## src/rtl/irq_redir_pkg.sv

```systemverilog
package irq_redir_pkg;
  localparam int VEC_W    = 6;
  localparam int LOW_W    = 17;
  localparam int TBL_BASE = 16;
  localparam int MASK_BIT = 16;

  // register word offsets
  localparam int OFF_SEL = 0;
  localparam int OFF_WIN = 1;
  localparam int OFF_EOI = 2;

  // control word reset: mask | level | active-low
  localparam logic [LOW_W-1:0] LOW_RST = 17'h1A000;

  function automatic logic [63:0] dest_unswizzle(input logic [31:0] d);
    logic [31:0] lo;
    lo = ((d << 4) & 32'h0ff0_0000) | ((d >> 12) & 32'h000f_f000) | 32'hf000_0000;
    return {32'hffff_ffff, lo};
  endfunction
endpackage

```

## src/rtl/irq_redir_table.sv

```systemverilog
module irq_redir_table
  import irq_redir_pkg::*;
#(
  parameter int          N_IRQ    = 8,
  parameter int          ADDR_W   = 4,
  parameter int          SEL_W    = 8,
  parameter logic [31:0] RST_DEST = 32'hb0ff_0000
) (
  input  logic                         clk_i,
  input  logic                         rst_ni,
  input  logic                         req_i,
  input  logic                         we_i,
  input  logic [ADDR_W-1:0]            addr_i,
  input  logic [31:0]                  wdata_i,
  output logic                         rsp_valid_o,
  output logic [31:0]                  rdata_o,
  output logic                         err_o,
  output logic                         eoi_o,
  output logic [VEC_W-1:0]             eoi_vec_o,
  output logic [N_IRQ-1:0]             mask_o,
  output logic [N_IRQ-1:0][VEC_W-1:0]  vec_o,
  output logic [N_IRQ-1:0][31:0]       dest_o
);
  localparam int          DEPTH   = TBL_BASE + 2 * N_IRQ;
  localparam logic [31:0] VERSION = (32'(DEPTH) << 16) | 32'd1;

  logic [SEL_W-1:0] sel_q;
  logic [LOW_W-1:0] low_q  [N_IRQ];
  logic [31:0]      high_q [N_IRQ];

  logic             hit_sel, hit_win, hit_eoi;
  logic             win_ok, in_tbl, wr_win;
  logic [SEL_W-1:0] rel;
  logic [SEL_W-2:0] ent;
  logic [31:0]      rd_d;
  logic             err_d;
  logic             rsp_valid_q, err_q;
  logic [31:0]      rdata_q;

  assign hit_sel = addr_i == ADDR_W'(OFF_SEL);
  assign hit_win = addr_i == ADDR_W'(OFF_WIN);
  assign hit_eoi = addr_i == ADDR_W'(OFF_EOI);

  assign win_ok = sel_q < SEL_W'(DEPTH);
  assign in_tbl = win_ok && (sel_q >= SEL_W'(TBL_BASE));
  assign rel    = sel_q - SEL_W'(TBL_BASE);
  assign ent    = rel[SEL_W-1:1];
  assign wr_win = req_i & we_i & hit_win & in_tbl;

  always_ff @(posedge clk_i or negedge rst_ni) begin
    if (!rst_ni) begin
      sel_q <= '0;
    end else if (req_i && we_i && hit_sel) begin
      sel_q <= wdata_i[SEL_W-1:0];
    end
  end

  always_ff @(posedge clk_i or negedge rst_ni) begin
    if (!rst_ni) begin
      for (int n = 0; n < N_IRQ; n++) begin
        low_q[n]  <= LOW_RST | LOW_W'(n + 2);
        high_q[n] <= RST_DEST;
      end
    end else if (wr_win) begin
      for (int n = 0; n < N_IRQ; n++) begin
        if (ent == (SEL_W-1)'(n)) begin
          if (rel[0]) high_q[n] <= wdata_i;
          else        low_q[n]  <= wdata_i[LOW_W-1:0];
        end
      end
    end
  end

  always_comb begin
    rd_d  = '0;
    err_d = 1'b0;
    if (hit_sel) begin
      rd_d = 32'(sel_q);
    end else if (hit_win) begin
      if (!win_ok) begin
        err_d = 1'b1;
      end else if (sel_q == SEL_W'(1)) begin
        rd_d = VERSION;
      end else if (in_tbl) begin
        for (int n = 0; n < N_IRQ; n++) begin
          if (ent == (SEL_W-1)'(n)) rd_d = rel[0] ? high_q[n] : 32'(low_q[n]);
        end
      end
    end else if (!hit_eoi) begin
      err_d = 1'b1;
    end
    if (we_i || err_d) rd_d = '0;
  end

  always_ff @(posedge clk_i or negedge rst_ni) begin
    if (!rst_ni) begin
      rsp_valid_q <= 1'b0;
      rdata_q     <= '0;
      err_q       <= 1'b0;
    end else begin
      rsp_valid_q <= req_i;
      rdata_q     <= req_i ? rd_d : '0;
      err_q       <= req_i & err_d;
    end
  end

  assign rsp_valid_o = rsp_valid_q;
  assign rdata_o     = rdata_q;
  assign err_o       = err_q;
  assign eoi_o       = req_i & we_i & hit_eoi;
  assign eoi_vec_o   = wdata_i[VEC_W-1:0];

  for (genvar n = 0; n < N_IRQ; n++) begin : g_fld
    assign mask_o[n] = low_q[n][MASK_BIT];
    assign vec_o[n]  = low_q[n][VEC_W-1:0];
    assign dest_o[n] = high_q[n];
  end
endmodule

```

## src/rtl/irq_redir_pend.sv

```systemverilog
module irq_redir_pend
  import irq_redir_pkg::*;
#(
  parameter int N_IRQ = 8
) (
  input  logic                        clk_i,
  input  logic                        rst_ni,
  input  logic [N_IRQ-1:0]            irq_i,
  input  logic [N_IRQ-1:0]            mask_i,
  input  logic [N_IRQ-1:0][VEC_W-1:0] vec_i,
  input  logic [N_IRQ-1:0][31:0]      dest_i,
  input  logic                        eoi_i,
  input  logic [VEC_W-1:0]            eoi_vec_i,
  output logic [N_IRQ-1:0]            pend_o,
  output logic [N_IRQ-1:0]            owe_set_o
);
  localparam int IDX_W = $clog2(N_IRQ);

  logic [N_IRQ-1:0] act, act_q, pend_q, pend_d, owe_d;

  for (genvar n = 0; n < N_IRQ; n++) begin : g_act
    assign act[n] = irq_i[n] & ~mask_i[n] & (|dest_i[n]);
  end

  // eoi first, then edges in input order
  always_comb begin
    pend_d = pend_q;
    owe_d  = '0;
    if (eoi_i) begin
      for (int n = 0; n < N_IRQ; n++) begin
        if (vec_i[n] == eoi_vec_i) pend_d[n] = 1'b0;
      end
    end
    for (int n = 0; n < N_IRQ; n++) begin
      if (act_q[n] && !act[n]) begin
        pend_d[vec_i[n][IDX_W-1:0]] = 1'b0;
      end else if (!act_q[n] && act[n]) begin
        if (!pend_d[vec_i[n][IDX_W-1:0]]) owe_d[n] = 1'b1;
        pend_d[vec_i[n][IDX_W-1:0]] = 1'b1;
      end
    end
  end

  always_ff @(posedge clk_i or negedge rst_ni) begin
    if (!rst_ni) begin
      act_q  <= '0;
      pend_q <= '0;
    end else begin
      act_q  <= act;
      pend_q <= pend_d;
    end
  end

  assign pend_o    = pend_q;
  assign owe_set_o = owe_d;
endmodule

```

## src/rtl/irq_redir_msg.sv

```systemverilog
module irq_redir_msg
  import irq_redir_pkg::*;
#(
  parameter int N_IRQ = 8
) (
  input  logic                        clk_i,
  input  logic                        rst_ni,
  input  logic [N_IRQ-1:0]            owe_set_i,
  input  logic [N_IRQ-1:0][VEC_W-1:0] vec_i,
  input  logic [N_IRQ-1:0][31:0]      dest_i,
  input  logic                        ready_i,
  output logic                        valid_o,
  output logic [63:0]                 addr_o,
  output logic [31:0]                 data_o
);
  logic [N_IRQ-1:0] owe_q, pop;
  logic [VEC_W-1:0] vec_sel;
  logic [31:0]      dest_sel;
  logic             load, any;
  logic             valid_q;
  logic [63:0]      addr_q;
  logic [31:0]      data_q;

  // lowest index wins
  always_comb begin
    pop      = '0;
    vec_sel  = '0;
    dest_sel = '0;
    for (int n = N_IRQ - 1; n >= 0; n--) begin
      if (owe_q[n]) begin
        pop      = '0;
        pop[n]   = 1'b1;
        vec_sel  = vec_i[n];
        dest_sel = dest_i[n];
      end
    end
  end

  assign any  = |owe_q;
  assign load = ~valid_q | ready_i;

  always_ff @(posedge clk_i or negedge rst_ni) begin
    if (!rst_ni) begin
      owe_q   <= '0;
      valid_q <= 1'b0;
      addr_q  <= '0;
      data_q  <= '0;
    end else begin
      owe_q <= (owe_q & ~(load ? pop : '0)) | owe_set_i;
      if (load) begin
        valid_q <= any;
        if (any) begin
          addr_q <= dest_unswizzle(dest_sel);
          data_q <= 32'(vec_sel);
        end
      end
    end
  end

  assign valid_o = valid_q;
  assign addr_o  = addr_q;
  assign data_o  = data_q;
endmodule

```

## src/rtl/irq_redir.sv

```systemverilog
module irq_redir
  import irq_redir_pkg::*;
#(
  parameter int          N_IRQ    = 8,
  parameter int          ADDR_W   = 4,
  parameter int          SEL_W    = 8,
  parameter logic [31:0] RST_DEST = 32'hb0ff_0000
) (
  input  logic              clk_i,
  input  logic              rst_ni,
  input  logic [N_IRQ-1:0]  irq_i,
  input  logic              req_i,
  input  logic              we_i,
  input  logic [ADDR_W-1:0] addr_i,
  input  logic [31:0]       wdata_i,
  output logic              rsp_valid_o,
  output logic [31:0]       rdata_o,
  output logic              err_o,
  output logic              msg_valid_o,
  output logic [63:0]       msg_addr_o,
  output logic [31:0]       msg_data_o,
  input  logic              msg_ready_i,
  output logic [N_IRQ-1:0]  pend_o
);
  logic                        eoi;
  logic [VEC_W-1:0]            eoi_vec;
  logic [N_IRQ-1:0]            mask;
  logic [N_IRQ-1:0][VEC_W-1:0] vec;
  logic [N_IRQ-1:0][31:0]      dest;
  logic [N_IRQ-1:0]            owe_set;

  irq_redir_table #(
    .N_IRQ(N_IRQ), .ADDR_W(ADDR_W), .SEL_W(SEL_W), .RST_DEST(RST_DEST)
  ) u_table (
    .clk_i, .rst_ni, .req_i, .we_i, .addr_i, .wdata_i,
    .rsp_valid_o, .rdata_o, .err_o,
    .eoi_o(eoi), .eoi_vec_o(eoi_vec),
    .mask_o(mask), .vec_o(vec), .dest_o(dest)
  );

  irq_redir_pend #(.N_IRQ(N_IRQ)) u_pend (
    .clk_i, .rst_ni, .irq_i,
    .mask_i(mask), .vec_i(vec), .dest_i(dest),
    .eoi_i(eoi), .eoi_vec_i(eoi_vec),
    .pend_o, .owe_set_o(owe_set)
  );

  irq_redir_msg #(.N_IRQ(N_IRQ)) u_msg (
    .clk_i, .rst_ni, .owe_set_i(owe_set),
    .vec_i(vec), .dest_i(dest),
    .ready_i(msg_ready_i),
    .valid_o(msg_valid_o), .addr_o(msg_addr_o), .data_o(msg_data_o)
  );
endmodule

```

## config.mk

```make
export PLATFORM = sky130hd
export DESIGN_NAME = irq_redir
export DESIGN_NICKNAME = d
export VERILOG_FILES = /design/src/rtl/irq_redir_pkg.sv /design/src/rtl/irq_redir_table.sv /design/src/rtl/irq_redir_pend.sv /design/src/rtl/irq_redir_msg.sv /design/src/rtl/irq_redir.sv
export SDC_FILE = /design/constraint.sdc
export NUM_CORES = 1
export LEC_CHECK = 0
export ABC_AREA = 0
export BUFFER_PORTS_ARGS = -buffer_cell sky130_fd_sc_hd__clkbuf_2
export CORE_UTILIZATION = 45
export DETAILED_ROUTE_END_ITERATION = 8
export HOLD_SLACK_MARGIN = 0.15
export PLACE_DENSITY = 0.76
export SLEW_MARGIN = 5
export SYNTH_ARGS = -nofsm -noshare
export SYNTH_HDL_FRONTEND = slang
export SYNTH_HIERARCHICAL = 1
export SYNTH_SLANG_ARGS = --single-unit
```

## constraint.sdc

```tcl
create_clock -name clk_i -period 3.1 [get_ports clk_i]
set_input_delay 0.93 -clock clk_i [delete_from_list [all_inputs] [get_ports clk_i]]
set_output_delay 0.93 -clock clk_i [all_outputs]
set_load 0.01 [all_outputs]
```

* Word level (Yosys, flattened, before mapping)
Index checks and enable logic that the tools add are counted.
Word-level totals: input port bits 49, register bits 494, output and inout bits 139
Operators by class: $lt $le $gt $ge 18, reductions and logical operators 72, equality and inequality tests 18, multiplexer cells 133, bitwise gates (word level) 60, $add $sub $neg 1
Operators with widths (count):
- $mux W32 | 31
- $reduce_or A32 Y1 | 8
- $mux W8 | 26
- $and A8 B8 Y8 | 9
- $not A8 Y8 | 9
- $or A8 B8 Y8 | 9
- $mux W1 | 52
- $eq A6 B6 Y1 | 8
- $mux W6 | 8
- $reduce_and A3 Y1 | 16
- $lt A3 B4 Y1 const B | 8
- $eq A7 B3 Y1 const B | 4
- $or A28 B20 Y28 | 1
- $logic_and A1 B1 Y1 | 27
- $bmux W1 S3 | 8
- $demux W1 S3 | 8
- $ge A3 B1 Y1 const B | 8
- $and A1 B1 Y1 | 21
- $logic_not A1 Y1 | 16
- $eq A7 B2 Y1 const B | 2
- $not A1 Y1 | 10
- $eq A8 B1 Y1 const B | 1
- $ge A8 B5 Y1 const B | 1
- $lt A8 B6 Y1 const B | 1
- 10 further kinds | 10

* Depth between registers and ports, before layout
depth in word-level cells 31, depth in mapped cells 16

* By module
The synthesis kept the hierarchy.
Modules (own cells, without submodules):
- irq_redir_table | cells an instance 1381, area each 20109.3 um2, instances 1, sequential area each 11018.1 um2
- irq_redir_pend | cells an instance 719, area each 4948.5 um2, instances 1, sequential area each 400.4 um2
- irq_redir_msg | cells an instance 359, area each 2955.3 um2, instances 1, sequential area each 800.8 um2

* Least setup slack after synthesis
Ideal clock, no wire load.
path type in2reg, start input addr_i[2], end register u_msg.owe_q[7], stages on the path 15, data required time 3033 ps, setup slack -780 ps, arrival time 3814 ps, cells stage by stage nand4bb_1 nor3b_1 clkbuf_1 nand4_1 o21ai_4 a21oi_1 o31ai_2 o311ai_1 a221o_2 o21a_1 a211oi_4 a211oi_1 a221oi_2 and4b_1 nand2b_1
On the way: word-level cells in the longest chain between the ends 30
Ends and longest elaborated chain:
- start, declared | line irq_redir.sv:14 | input logic [ADDR_W-1:0] addr_i,
- $eq A4 B2 Y1 * | line irq_redir_table.sv:42 | assign hit_eoi = addr_i == ADDR_W'(OFF_EOI);
- $and A1 B1 Y1 * | line irq_redir_table.sv:110 | assign eoi_o = req_i & we_i & hit_eoi;
- via eoi | line irq_redir.sv:25 | logic eoi;
- $mux W8 * | line irq_redir_pend.sv:29 | if (eoi_i) begin
- $or A8 B8 Y8 (no source line)
- $mux W8 | line irq_redir_pend.sv:37 | end else if (!act_q[n] && act[n]) begin
- $mux W8 * | line irq_redir_pend.sv:35 | if (act_q[n] && !act[n]) begin
- $or A8 B8 Y8 (no source line)
- [... 16 more ...]
- $mux W8 * | line irq_redir_pend.sv:35
- $bmux W1 S3 * | line irq_redir_pend.sv:38 | if (!pend_d[vec_i[n][IDX_W-1:0]]) owe_d[n] = 1'b1;
- $mux W1 (not written as such) * | line irq_redir_pend.sv:38
- $mux W1 * | line irq_redir_pend.sv:38
- $mux W1 * | line irq_redir_pend.sv:37
- $mux W1 * | line irq_redir_pend.sv:35
- via owe_set[7] | line irq_redir.sv:30 | logic [N_IRQ-1:0] owe_set;
- $or A8 B8 Y8 * | line irq_redir_msg.sv:49 | owe_q <= (owe_q & ~(load ? pop : '0)) | owe_set_i;
- end signal, assigned | line irq_redir_msg.sv:49
- end, declared | line irq_redir_msg.sv:16 | logic [N_IRQ-1:0] owe_q, pop;
The timed path passes the listed nets; every way through them passes the cells marked *. The select of a mux whose other input is x is not followed. A chain may end at the register's enable or synchronous reset.

* Worst setup path in the final report
start register u_table.high_q, in the netlist u_table/dest_o[59], end register u_msg.owe_q[7]
On the way: word-level cells in the longest chain between the ends 26
Ends and longest elaborated chain:
- start, declared | line irq_redir_table.sv:29 | logic [31:0] high_q [N_IRQ];
- start signal, assigned by index | line irq_redir_table.sv:67 | if (rel[0]) high_q[n] <= wdata_i;
- $reduce_or A32 Y1 * | line irq_redir_pend.sv:22 | assign act[n] = irq_i[n] & ~mask_i[n] & (|dest_i[n]);
- $and A1 B1 Y1 * | line irq_redir_pend.sv:22
- via u_pend.act[1] | line irq_redir_pend.sv:19 | logic [N_IRQ-1:0] act, act_q, pend_q, pend_d, owe_d;
- $logic_and A1 B1 Y1 or $logic_not A1 Y1 (tied branches) | line irq_redir_pend.sv:37, irq_redir_pend.sv:35
- $mux W8 or $logic_and A1 B1 Y1 (tied branches) | line irq_redir_pend.sv:37, irq_redir_pend.sv:35
- $mux W8 * | line irq_redir_pend.sv:35
- $or A8 B8 Y8 (no source line)
- $mux W8 | line irq_redir_pend.sv:37
- [... 12 more ...]
- $mux W8 * | line irq_redir_pend.sv:35
- $bmux W1 S3 * | line irq_redir_pend.sv:38
- $mux W1 (not written as such) * | line irq_redir_pend.sv:38
- $mux W1 * | line irq_redir_pend.sv:38
- $mux W1 * | line irq_redir_pend.sv:37
- $mux W1 * | line irq_redir_pend.sv:35
- via owe_set[7] | line irq_redir.sv:30
- $or A8 B8 Y8 * | line irq_redir_msg.sv:49
Marked as above.

==> metrics <==
number of global-route vias before repair 24200; register area share after synthesis 43.6%; worst hold path class in -> async; GRT overflow 0; CP Cell Sequence nor4_2 > buf_4 > nand4_1 > buf_4 > o21ai_4 > inv_2 > or3_4 > nand2_4 > o311ai_2 > a221o_2 > and3b_2 > a211oi_4 > a211oi_2 > a221oi_2 > and4b_1 > nand2b_1; Antenna Nets Post-Route 0; power density over the cells 429 nW/um^2; syn avg cell area 11.4 um^2; initial antenna violation count 6; maximum vdd drop 0.416 mV; placed instance count 3688; Fin. Hold Viols 0; Die Y 252 um; first-pass GRT wire length 149000 um; CTS buffer count 51; Crit path arrival time 4.38 ns; H-tree depth 2; vias per std cell 6.25; Worst-path clk slew 0.07 ns; average wire per standard cell 25.8 um; async set-reset flop share out of synthesis 100%; status finished with violations; stages on the worst setup path 16; Max Fclk 260 MHz; Setup-failing EPs final 16; Leak Pwr 16.1 nW; 1st-pass router iterations 6; Initial DRC Count 2699; Synth warnings 6; final std cells w/o fill 3825; clk sinks 482; Initial Util 45.5%; Crit path largest cell delay 0.43 ns; port bufs 149; clock skew 0.0361 ns; CP Data Required Time 3.63 ns; RePlAce Congestion 0.997; CP most frequent cell buf_4; Max Cap Viol 0; width of the die 252 um; Core Area 61600 um^2; Crit path max-delay family simple AND/OR/NAND/NOR gates; Crit Reg-Reg Startpoint u_table/dest_o[59]; RSZ-0062 raised after global routing true; CTS tree built; violated checks negative setup slack; fin crit period 3.85 ns; Unique masters post-synth 104; CP Launch Type register; I/O pin total 188; Post-synth EDFFs 0; Tot GR Track Use 30.7%; root buf cell clkbuf_16; Reg2Reg Depth 16; drc violations 0; Die ar. 63300 um^2; final WL 98600 um; Final nets 2993; Synth Flop Type dfrtp_1; critical path buffer and inverter count 3; critical path class reg -> reg; Reg-to-Reg End u_msg/owe_q[7]; HPWL Detailed 70900 um; Final Max Slew Viols 0; share of cells above drive strength 1 52.9%; Cells after Synth 2459; worst skew pair latency 0.62 ns; via count 23900; worst slew pin tran 0.893 ns; Mapped Area 28000 um^2; largest net degree at the start of global routing 69; Slowest-stage cell, CP a221o_2; area grow syn2layout 25.7%; slack of the critical path -0.751 ns; Setup WS pre-CTS -1.30 ns; row cnt 91; Worst R2R Setup Slack -0.75 ns; max_slew headroom 40.4%; nature of the critical path endpoint register; Period Utilization, post-route 124%; Max FO, Critical Path 4; Worst Setup SP u_table/dest_o[59]; #FFs+latches synth 482; clock buffer depth 3
logic make-up (layout without fill, tap and decap cells):
| kind of cell | after synthesis | after routing | synth area share (%) |
|---|---|---|---|
| AOI/OAI and AO/OA | 503 | 503 | 13.3 |
| xor gates and xnor gates | 50 | 50 | 1.56 |
| and+or+nand+nor | 533 | 533 | 10.8 |
| other | 1 | 41 | 0.0134 |
| DFF | 482 | 482 | 43.6 |
| adders and majority gates | 2 | 2 | 0.0893 |
| buffers and inverters | 377 | 866 | 7.72 |
| muxes | 511 | 511 | 22.9 |
placed cells by master (no fill, tap or decap), types with 15 or more instances in the layout:
| cell type | instances |
|---|---|
| o211ai_1 | 19 |
| nor4_1 | 49 |
| and3_1 | 22 |
| conb_1 | 38 |
| buf_6 | 19 |
| a21oi_1 | 65 |
| dfstp_2 | 126 |
| nand2b_1 | 19 |
| clkbuf_16 | 52 |
| xnor2_1 | 36 |
| o21ai_0 | 33 |
| nor2_1 | 100 |
| nor2b_1 | 24 |
| a221oi_1 | 55 |
| clkbuf_1 | 15 |
| o21ai_1 | 16 |
| mux2i_1 | 20 |
| buf_4 | 519 |
| nand3_1 | 39 |
| buf_12 | 28 |
| o32ai_1 | 23 |
| nand2_1 | 94 |
| a221o_1 | 22 |
| a211oi_1 | 24 |
| dfrtp_1 | 353 |
| nor3_1 | 33 |
| clkbuf_2 | 147 |
| mux2_2 | 430 |
| a22oi_1 | 15 |
| inv_1 | 51 |
| nand4_1 | 31 |
| o22ai_1 | 56 |
| mux4_2 | 61 |
where the power goes:
| group | switching, mW | total (mW) | internal [mW] |
|---|---|---|---|
| clock network | 2.67 | 6.46 | 3.79 |
| logic | 1.22 | 2.00 | 0.776 |
| registers | 0.223 | 6.65 | 6.42 |
| total | 4.12 | 15.1 | 11.0 |
flip-flops by register name (all words and copies together), names as in the netlist:
| name | count |
|---|---|
| u_pend/act_q | 8 |
| u_pend/pend_o | 8 |
| u_table/err_o | 1 |
| u_table/mask_o | 8 |
| u_table/vec_o | 48 |
| u_table/dest_o | 256 |
| u_table/rsp_valid_o | 1 |
| u_msg/valid_o | 1 |
| u_msg/owe_q | 8 |
| u_msg/data_o | 6 |
| u_table/low_q | 80 |
| u_msg/addr_o | 17 |
| u_table/sel_q | 8 |
| u_table/rdata_o | 32 |
how the worst max path moves through the flow:
stage | end | slack [ns]
after floorplan | u_msg/owe_q[7] | -0.68
after global placement | u_msg/owe_q[7] | -1.22
after detailed placement | u_msg/owe_q[7] | -1.30
after CTS | u_msg/owe_q[7] | -0.65
after global routing | u_msg/owe_q[7] | -0.82
final | u_msg/owe_q[7] | -0.75
through the flow:
step | hold WS (ns) | area [um^2] | power [mW] | util, % | setup TNS [ns]
detailed placement | 0.454 | 32500 | 8.58 | 52.7 | -29.12
global route | 0.339 | 35200 | 15.5 | 57.2 | -9.08
global placement | 0.450 | 32500 | 8.53 | 52.7 | -24.76
floorplan | 0.471 | 28200 | 7.70 | - | -4.00
finish | 0.293 | 35200 | 15.1 | 57.2 | -7.61
CTS | 0.301 | 34700 | 15.0 | 56.4 | -5.70
layer usage:
layer	GRT usage (%)	up-vias	wire, um
li1	-	10100	-
met1	39.9	12000	38200
met2	49.7	1425	46400
met3	5.68	312	9030
met4	14.2	4	4940
met5	0	-	23
cell usage after synthesis, drive strengths merged, types with 10 or more instances:
cell     number  area, um^2
or3          14        87.6
mux2        430        4840
mux4         61        1370
o32ai        25         226
nand2b       20         125
a211oi       35         275
a22oi        17         128
a221oi       58         514
and2         14        88.8
a21oi        78         394
nor2        106         398
xnor2        37         324
mux2i        20         200
nor4         68         552
clkbuf       99         453
inv          54         203
nor2b        24         150
xor2         13         114
a21o         10        76.3
o211ai       19         143
buf         222        1500
a221o        23         231
o21ai        64         339
and3         23         145
nor3         41         210
dfrtp       356        8910
nand2        96         360
nand3        40         200
nand4        33         236
a31oi        18         113
o22ai        60         375
nand3b       13        97.6
dfstp       126        3310
a2111oi      11         153
o31ai        16         135
repair_timing:
action / CTS / global route
hold buffers: 0 / 0
buffers inserted: 19 / 20
pin swaps: 41 / 46
gates resized for setup: 75 / 69
setup endpoints to repair: 15 / 15
cell type report:
class,instances,area (um^2)
antenna,3,7.51
clock buffer,78,1510
clock inverter,18,265
fill,4893,26400
inverter,56,214
multi-input combinational,1637,14500
sequential,482,12200
tap,837,1050
timing repair buffer,714,5420
(Power assumes the default switching activity.)
